[config.mk]
export PLATFORM = sky130hd
export DESIGN_NAME = irq_pend_ctrl
export DESIGN_NICKNAME = d
export VERILOG_FILES = /design/src/rtl/irq_pkg.sv /design/src/rtl/irq_edge_det.sv /design/src/rtl/irq_flag_bank.sv /design/src/rtl/irq_prio_sel.sv /design/src/rtl/irq_pend_ctrl.sv
export SDC_FILE = /design/constraint.sdc
export NUM_CORES = 1
export LEC_CHECK = 0
export BUFFER_PORTS_ARGS = -buffer_cell sky130_fd_sc_hd__buf_2
export CELL_PAD_IN_SITES_DETAIL_PLACEMENT = 1
export CELL_PAD_IN_SITES_GLOBAL_PLACEMENT = 1
export CORE_MARGIN = 3
export CORE_UTILIZATION = 43
export CTS_BUF_LIST = sky130_fd_sc_hd__clkbuf_8
export DETAILED_ROUTE_END_ITERATION = 16
export PLACE_DENSITY_LB_ADDON = 0.1
export SLEW_MARGIN = 5
export SYNTH_ARGS = -nofsm -noshare
export SYNTH_HDL_FRONTEND = slang
export SYNTH_SLANG_ARGS = --single-unit
[constraint.sdc]
create_clock -name clk_i -period 2.2 [get_ports clk_i]
set_input_delay 0 -clock clk_i [delete_from_list [all_inputs] [get_ports clk_i]]
set_output_delay 0 -clock clk_i [all_outputs]
set_load 0.1 [all_outputs]
[src/rtl/irq_pkg.sv]
`timescale 1ns/1ps
package irq_pkg;
   typedef enum logic [1:0] {
      GIE_KEEP = 2'd0,
      GIE_ON   = 2'd1,
      GIE_OFF  = 2'd2
   } gie_op_e;
endpackage

[src/rtl/irq_edge_det.sv]
`timescale 1ns/1ps
module irq_edge_det #(
   parameter int N_SRC       = 8,
   parameter int SYNC_STAGES = 2
) (
   input  logic             clk_i,
   input  logic             rst_ni,
   input  logic [N_SRC-1:0] lines_i,
   output logic [N_SRC-1:0] rise_o
);
   localparam int LAST = SYNC_STAGES - 1;

   initial begin
      assert (SYNC_STAGES >= 2) else $error("SYNC_STAGES must be at least 2");
   end

   logic [N_SRC-1:0] stage_q [SYNC_STAGES];
   logic [N_SRC-1:0] prev_q;

   always_ff @(posedge clk_i or negedge rst_ni) begin
      if (!rst_ni) stage_q[0] <= '0;
      else         stage_q[0] <= lines_i;
   end

   for (genvar s = 1; s < SYNC_STAGES; s++) begin : g_stage
      always_ff @(posedge clk_i or negedge rst_ni) begin
         if (!rst_ni) stage_q[s] <= '0;
         else         stage_q[s] <= stage_q[s-1];
      end
   end

   always_ff @(posedge clk_i or negedge rst_ni) begin
      if (!rst_ni) prev_q <= '0;
      else         prev_q <= stage_q[LAST];
   end

   assign rise_o = stage_q[LAST] & ~prev_q;

   // A rise lasts one cycle: the next cycle it is seen as the previous sample
   a_r4_rise_single: assert property (@(posedge clk_i) disable iff (!rst_ni)
      (rise_o != '0) |=> ((rise_o & $past(rise_o)) == '0));
endmodule

[src/rtl/irq_flag_bank.sv]
`timescale 1ns/1ps
module irq_flag_bank #(
   parameter int N_SRC = 8
) (
   input  logic             clk_i,
   input  logic             rst_ni,
   input  logic [N_SRC-1:0] set_i,
   input  logic [N_SRC-1:0] clr_i,
   output logic [N_SRC-1:0] flags_o
);
   logic [N_SRC-1:0] flags_q;

   always_ff @(posedge clk_i or negedge rst_ni) begin
      if (!rst_ni) flags_q <= '0;
      else         flags_q <= (flags_q & ~clr_i) | set_i;
   end

   assign flags_o = flags_q;

   for (genvar i = 0; i < N_SRC; i++) begin : g_chk
      a_r9_set_wins: assert property (@(posedge clk_i) disable iff (!rst_ni)
         set_i[i] |=> flags_o[i]);
      a_r6_clear_takes: assert property (@(posedge clk_i) disable iff (!rst_ni)
         (clr_i[i] && !set_i[i]) |=> !flags_o[i]);
   end
endmodule

[src/rtl/irq_prio_sel.sv]
`timescale 1ns/1ps
module irq_prio_sel #(
   parameter int N_SRC = 8,
   localparam int IDX_W = (N_SRC > 1) ? $clog2(N_SRC) : 1
) (
   input  logic [N_SRC-1:0] flags_i,
   output logic             any_o,
   output logic [IDX_W-1:0] idx_o
);
   always_comb begin
      idx_o = '0;
      for (int i = N_SRC - 1; i >= 0; i--) begin
         if (flags_i[i]) idx_o = IDX_W'(i);
      end
   end

   assign any_o = |flags_i;

   always_comb begin
      if (any_o) begin
         a_r5_lowest_wins: assert (flags_i[idx_o] &&
            ((flags_i & ((N_SRC'(1) << idx_o) - N_SRC'(1))) == '0));
      end
   end
endmodule

[src/rtl/irq_pend_ctrl.sv]
`timescale 1ns/1ps
module irq_pend_ctrl #(
   parameter int N_SRC       = 8,
   parameter int SYNC_STAGES = 2,
   parameter bit SW_CLR_EN   = 1'b1,
   localparam int IDX_W = (N_SRC > 1) ? $clog2(N_SRC) : 1
) (
   input  logic             clk_i,
   input  logic             rst_ni,
   input  logic [N_SRC-1:0] irq_lines_i,
   input  logic             retire_i,
   input  logic             ack_i,
   input  logic             ret_i,
   input  logic             gie_set_i,
   input  logic             gie_clr_i,
   input  logic [N_SRC-1:0] sw_clr_i,
   output logic             req_o,
   output logic [IDX_W-1:0] req_idx_o,
   output logic             gie_o
);
   import irq_pkg::*;

   initial begin
      assert (N_SRC >= 2 && N_SRC <= 64) else $error("N_SRC out of range");
   end

   logic [N_SRC-1:0] rise;
   logic [N_SRC-1:0] flags;
   logic [N_SRC-1:0] clr_mask;
   logic [N_SRC-1:0] sw_mask;
   logic [IDX_W-1:0] sel_idx;
   logic             any_pend;
   logic             take;
   logic             gie_q;
   logic             gap_q;
   gie_op_e          gie_op;

   irq_edge_det #(.N_SRC(N_SRC), .SYNC_STAGES(SYNC_STAGES)) u_edge (
      .clk_i   (clk_i),
      .rst_ni  (rst_ni),
      .lines_i (irq_lines_i),
      .rise_o  (rise)
   );

   irq_flag_bank #(.N_SRC(N_SRC)) u_flags (
      .clk_i   (clk_i),
      .rst_ni  (rst_ni),
      .set_i   (rise),
      .clr_i   (clr_mask),
      .flags_o (flags)
   );

   irq_prio_sel #(.N_SRC(N_SRC)) u_sel (
      .flags_i (flags),
      .any_o   (any_pend),
      .idx_o   (sel_idx)
   );

   if (SW_CLR_EN) begin : g_swclr
      assign sw_mask = sw_clr_i;
   end else begin : g_noswclr
      assign sw_mask = '0;
   end

   assign req_o     = any_pend & gie_q & ~gap_q;
   assign req_idx_o = sel_idx;
   assign take      = ack_i & req_o;
   assign clr_mask  = (take ? (N_SRC'(1) << sel_idx) : '0) | sw_mask;
   assign gie_o     = gie_q;

   always_comb begin
      if (take)           gie_op = GIE_OFF;
      else if (ret_i)     gie_op = GIE_ON;
      else if (gie_clr_i) gie_op = GIE_OFF;
      else if (gie_set_i) gie_op = GIE_ON;
      else                gie_op = GIE_KEEP;
   end

   always_ff @(posedge clk_i or negedge rst_ni) begin
      if (!rst_ni) begin
         gie_q <= 1'b0;
      end else begin
         case (gie_op)
            GIE_ON:  gie_q <= 1'b1;
            GIE_OFF: gie_q <= 1'b0;
            default: gie_q <= gie_q;
         endcase
      end
   end

   always_ff @(posedge clk_i or negedge rst_ni) begin
      if (!rst_ni)       gap_q <= 1'b0;
      else if (ret_i)    gap_q <= 1'b1;
      else if (retire_i) gap_q <= 1'b0;
   end

   a_r6_entry_masks: assert property (@(posedge clk_i) disable iff (!rst_ni)
      (ack_i && req_o) |=> !gie_o);
   a_r7_return_unmasks: assert property (@(posedge clk_i) disable iff (!rst_ni)
      (ret_i && !(ack_i && req_o)) |=> gie_o);
   a_r7_gap_blocks: assert property (@(posedge clk_i) disable iff (!rst_ni)
      ret_i |=> !req_o);
   a_r3_masked_no_req: assert property (@(posedge clk_i) disable iff (!rst_ni)
      !gie_o |-> !req_o);
   a_r11_clr_disables: assert property (@(posedge clk_i) disable iff (!rst_ni)
      (gie_clr_i && !ret_i) |=> !gie_o);
endmodule

==> results of run 1 <==
[flip-flops by register name, indices dropped and copies added, names as in the netlist]
| name | cells |
|---|---|
| gap_q | 1 |
| gie_o | 1 |
| u_edge.prev_q | 8 |
| u_edge.stage_q | 16 |
| u_flags.flags_o | 8 |
[worst max-delay path, stage by stage (launching register included)]
cell and delay [ps]:
dfrtp_1 440, or4_1 530, buf_4 190, and2b_1 180
buf_2 410
[timing repair]
item / in CTS / in global routing
endpoints found under the setup margin: 0 / 0
resized for setup: 0 / 0
hold endpoints to repair: 47 / 0
hold buffers: 15 / 0
setup buffers: 0 / 0
[metrics by stage]
step / hold WS (ps) / instance area [sq um] / setup slack [ps] / util, %
after floorplan: -296 / 1220 / -88.4 / -
after global placement: 91.3 / 1410 / 377 / 54.8
after detailed placement: 109 / 1410 / 258 / 54.8
after CTS: 7.28 / 1650 / 152 / 64.2
after global routing: 16.4 / 1650 / 82.2 / 64.2
final: 13.3 / 1650 / 167 / 64.2
[metal layers]
metal	routed length (um)	track usage [%]	share of wire (%)	vias up
met5	0	0	0	-
met4	24	7.77	0.97	0
met3	124	5.92	5.0	2
met2	1280	28.4	52	24
met1	1050	18.2	42	419
li1	-	-	-	402
[worst max-delay path by stage]
| stage | from | endpoint |
|---|---|---|
| global placement | u_flags.flags_o[7]$_DFF_PN0_ | gie_o$_DFFE_PN0P_ |
| global route | u_flags.flags_o[2]$_DFF_PN0_ | req_idx_o[2] |
| CTS | u_flags.flags_o[4]$_DFF_PN0_ | req_idx_o[1] |
| detailed placement | u_flags.flags_o[7]$_DFF_PN0_ | gie_o$_DFFE_PN0P_ |
| floorplan | u_flags.flags_o[4]$_DFF_PN0_ | req_idx_o[1] |
| finish | u_flags.flags_o[1]$_DFF_PN0_ | req_idx_o[2] |
[Yosys cell counts (2+ instances only)]
| cell type | number |
|---|---|
| o21ai_1 | 2 |
| o21bai_1 | 2 |
| nand3b_1 | 2 |
| o311ai_1 | 2 |
| nor2_1 | 2 |
| nor2b_1 | 2 |
| nor3_1 | 2 |
| or4_1 | 2 |
| o32ai_1 | 2 |
| inv_1 | 16 |
| dfrtp_1 | 34 |
| o21ai_0 | 6 |
| a21o_1 | 2 |
| nand2_1 | 2 |
[layout make-up]
type / instances / area, sq um
well taps: 30 / 37.5
flip-flops and latches: 34 / 851
repair buffers: 44 / 300
inverters: 16 / 60.1
clock inverters: 2 / 8.76
multi-input cells: 39 / 308
fillers: 262 / 920
clock buffers: 6 / 82.6
[power breakdown]
group | total [uW] | switching (uW) | internal, uW
logic | 256 | 170 | 85.2
clock network | 453 | 206 | 247
registers | 700 | 32.7 | 667
[cell families (layout without fill, tap and decap cells)]
family	count (synthesis)	count (layout)	share of synthesized area, %
and+or+nand+nor	16	16	7.78
DFF	34	34	70.5
AOI/OAI and AO/OA	21	21	14.4
adders and majority gates	1	1	1.04
buffers and inverters	17	68	5.39
muxes	1	1	0.830
==> results.cfg, run 1 <==
[grt]
grt_start_max_net_pins = 35
antenna_found_initial = 0
grt_overflow = 0
grt_usage_pct = 16.6
first_global_vias = 946
grt_pass1_wl_mm = 4.11

[yosys]
synth_area_leaders = dfrtp_1 (71%), inv_1 (5.0%), o21ai_0 (2.5%), o311ai_4 (2.2%), o311ai_1 (1.5%)
synth_largest_area_cell = dfrtp_1
yosys_warnings = 0
synth_top_area_share_pct = 70.5
yosysSeqAreaShare_pct = 70.5
synth_area_sq_um = 1210
yosysUniqueCellTypes = 26
syn_inst = 90
synth_flop_cell = dfrtp_1
synth-edff-count = 0
ys_seq_elements = 34
synth.avg_cell_area_sq_um = 13.4
syn-num-nets = 114
synthArstFlopShare_pct = 100

[worst_setup_path]
cp-start-kind = flop
r2r_end = gie_o$_DFFE_PN0P_
rr_startpoint = u_flags.flags_o[7]$_DFF_PN0_
rrSetupSlack_ps = 250
crit_type = reg2out
cp_max_fo = 6
cp-end-kind = primary output
critPathRequiredTime_ps = 2200
rr_worst_depth = 5
arrival_ps = 2030

[worst_hold_path]
hold_start = sw_clr_i[0]
hold_end = u_flags.flags_o[0]$_DFF_PN0_
hold_class = in2reg
min_path_cells = 3

[detailed_routing]
wl_mm = 2.48
drt_iter0_drc = 26
final_antenna_net_count = 0
drcViolationCount = 0
num_vias = 847
firstDrtPassIters = 4
viasPerCell = 4.95
wl_per_cell_um = 14.5

[timing]
report.final.slew_viol_count = 0
tightest_slew_ps = 734
setup-tns-final_ps = 0
finalSetupViolCount = 0
finalCritPeriodShare_pct = 92.4
rsz0062_at_grt = no
max_freq_ghz = 0.492
finClkSkew_ps = 3.97
min_period_ps = 2030
relSlewSlack_pct = 51.1
timing.final.hold_violations = 0

[floorplan]
design.core.area_sq_um = 2570
io_pins = 28
num_rows = 18
die_x_um = 59.0
start_util_pct = 47.0
design.die.area_sq_um = 3480
die_y_um = 59.0

[clock_network]
path_clk_slew_ps = 60
cts_max_level = 2
cts_tree = yes
max-clock-path-buffers = 2
root_buffer = clkbuf_8
numCtsBuffers = 5
clk_latency_ps = 280
cts_sinks = 34

[placed_design]
dp_cells = 148
post-dp-hpwl_mm = 1.60
place_congestion = 0.711
io_buffers = 27

[finish]
final_cell_mix = dfrtp_1 (34), buf_2 (27), inv_1 (17)
syn2layout_area_growth_pct = 36.6
diodes = 0
final_net_count = 164
drive_gt1_share_pct = 29.8
layout_commonest_cell = dfrtp_1
final_cells = 171

[run_status]
outcome = complete, no violations

[power_and_ir_drop]
p_per_area_nw_per_um2 = 855
p_leak_uw = 0.000813
finalPower_uw = 1410
ir_worst_vdd_uv = 577

[flow_run]
drv_cap = 0
(Power assumes the default switching activity.)
==> run 2, diff against run 1 <==
--- a/config.mk
+++ b/config.mk
@@ -9,7 +9,7 @@
 export CELL_PAD_IN_SITES_DETAIL_PLACEMENT = 1
 export CELL_PAD_IN_SITES_GLOBAL_PLACEMENT = 1
 export CORE_MARGIN = 3
-export CORE_UTILIZATION = 43
+export CORE_UTILIZATION = 39
 export CTS_BUF_LIST = sky130_fd_sc_hd__clkbuf_8
 export DETAILED_ROUTE_END_ITERATION = 16
 export PLACE_DENSITY_LB_ADDON = 0.1
==> constraint.sdc (replaced) <==
create_clock -name clk_i -period 1.7 [get_ports clk_i]
set_input_delay 0 -clock clk_i [delete_from_list [all_inputs] [get_ports clk_i]]
set_output_delay 0 -clock clk_i [all_outputs]
set_load 0.1 [all_outputs]
==> results.cfg, run 2 (synthesis results as in run 1) <==
[power_and_ir_drop]
pwr-share-clk_pct = 29.7
p_leak_uw = 0.000918
p_per_area_nw_per_um2 = 1040
p_sw_share_pct = 29.5
p_int_uw = 1400
power_frac_seq_pct = 45.1
ir_worst_vdd_uv = 630
combPwrFrac_pct = 25.1
p_switching_uw = 585

[timing]
fin_ws_ps = -140
relSlewSlack_pct = 50.5
report.final.slew_viol_count = 0
finalSetupViolCount = 5
setup-tns-final_ps = -411
max_freq_ghz = 0.544
timing.final.hold_violations = 0
finClkSkew_ps = 6.43
rsz0062_at_grt = yes
finalCritPeriodShare_pct = 108
tightest_slew_ps = 743
min_period_ps = 1840

[grt]
first_global_vias = 974
grt_usage_pct = 15.5
grt_pass1_wl_mm = 4.14
grt_overflow = 0
antenna_found_initial = 0
grt_start_max_net_pins = 35

[clock_network]
max-clock-path-buffers = 2
path_clk_slew_ps = 70
cts_sinks = 34
clk_latency_ps = 280
cts_tree = yes
cts_max_level = 2
root_buffer = clkbuf_8
numCtsBuffers = 5

[worst_setup_path]
critPathTopFamily = simple AND/OR/NAND/NOR gates
cp-start-kind = flop
max_stage_delay_ps = 580
cp_max_fo = 2
cp-end-kind = flop
slowest_stage = or4_4
critPathRequiredTime_ps = 1890
worstPathCellList = or4_4 > o21bai_4 > o21ai_1 > ha_1 > mux2i_1
crit_type = reg2reg
path_buf_inv = 0
arrival_ps = 2030

[worst_hold_path]
hold_class = in2reg

[run_status]
outcome = finished, violations left
violations = setup timing

[detailed_routing]
drcViolationCount = 0
final_antenna_net_count = 0
firstDrtPassIters = 4
viasPerCell = 4.97
wl_mm = 3.00
drt_iter0_drc = 24
wl_per_cell_um = 16.0
num_vias = 930

[floorplan]
die_x_um = 61.6
io_pins = 28
start_util_pct = 42.3
num_rows = 19
die_y_um = 61.6
design.die.area_sq_um = 3800
design.core.area_sq_um = 2850

[finish]
diodes = 0
final_net_count = 179
drive_gt1_share_pct = 42.3
final_cell_mix = dfrtp_1 (33), buf_2 (23), inv_1 (17)
postLayoutCoreUtil_pct = 66.9
syn2layout_area_growth_pct = 58.3
layout_commonest_cell = dfrtp_1
largest_register_ff_count = 16
fill_cells = 282
top_register = u_edge.stage_q

[placed_design]
place_congestion = 0.735
io_buffers = 27
post-dp-hpwl_mm = 1.70

[flow_run]
drv_cap = 0
run 2: cell count changes in the layout (fill, tap and decap cells not counted), moves of 3 or more:
cell,before,now
buf_12,0,3
buf_2,27,23
buf_4,2,13
buf_6,0,4
run 2: worst paths after layout:
path                       cells past startpoint                    startpoint                      endpoint  slack [ps]
max reg2reg                                    5  u_flags.flags_o[1]$_DFF_PN0_             gie_o$_DFFE_PN0P_        -140
max                                            5  u_flags.flags_o[1]$_DFF_PN0_             gie_o$_DFFE_PN0P_        -140
min                                            4                   sw_clr_i[4]  u_flags.flags_o[4]$_DFF_PN0_          20
min reg2reg                                    0  u_edge.stage_q[14]$_DFF_PN0_   u_edge.stage_q[6]$_DFF_PN0_         340
max in group asynchronous                      2                        rst_ni             gie_o$_DFFE_PN0P_         830
min in group asynchronous                      2                        rst_ni  u_edge.stage_q[15]$_DFF_PN0_         330
run 2: through the flow:
| stage | cells | setup WS (ps) | hold slack (ps) | power, uW | cell area [sq um] |
|---|---|---|---|---|---|
| 2_1_floorplan | 90 | -116 | -296 | 1150 | 1240 |
| 3_3_place_gp | 157 | -37.2 | 90.6 | 1290 | 1530 |
| 3_5_place_dp | 157 | -127 | 109 | 1300 | 1530 |
| 4_1_cts | 183 | -90.3 | 1.74 | 1960 | 1840 |
| 5_1_grt | 187 | -196 | 59.0 | 2070 | 1910 |
| 6_report | 187 | -140 | 23.9 | 1980 | 1910 |
run 2: cell type report:
cell class                 instances  area [sq um]  share of cell area [%]
clock buffer                       6          82.6                    4.33
sequential                        34           855                    44.8
clock inverter                     2          8.76                   0.459
tap                               31          38.8                    2.03
inverter                          16          60.1                    3.15
multi-input combinational         39           387                    20.2
timing repair buffer              59           478                    25.0
run 2: routing by layer:
| layer | GRT usage (%) | vias to the layer above | wire, um | part of all wire [%] |
|---|---|---|---|---|
| li1 | - | 434 | - | - |
| met3 | 4.19 | 6 | 134 | 4.5 |
| met4 | 7.58 | 0 | 31 | 1.0 |
| met1 | 17.8 | 459 | 1210 | 40 |
| met2 | 26.5 | 31 | 1620 | 54 |
| met5 | 0 | - | 0 | 0 |
run 2: worst min-delay path: cells and delay by family:
kind	cells	cell delay, ps
AOI/OAI and AO/OA	2	140
and+or+nand+nor	1	40
buffers and inverters	1	80
run 2: what timing repair did:
action / 4_1_cts / 5_1_grt
pin swaps: 7 / 5
hold buffers: 16 / 0
hold endpoints to repair: 48 / 0
cloned: 0 / 0
gates resized for setup: 11 / 7
endpoints found under the setup margin: 5 / 8
setup buffers: 2 / 4
run 2: power groups by stage:
stage	combinational, uW	sequential (uW)	clock (uW)
floorplan	199	947	0
global placement	388	902	0
detailed placement	395	908	0
CTS	456	894	609
global route	526	901	640
finish	498	896	590
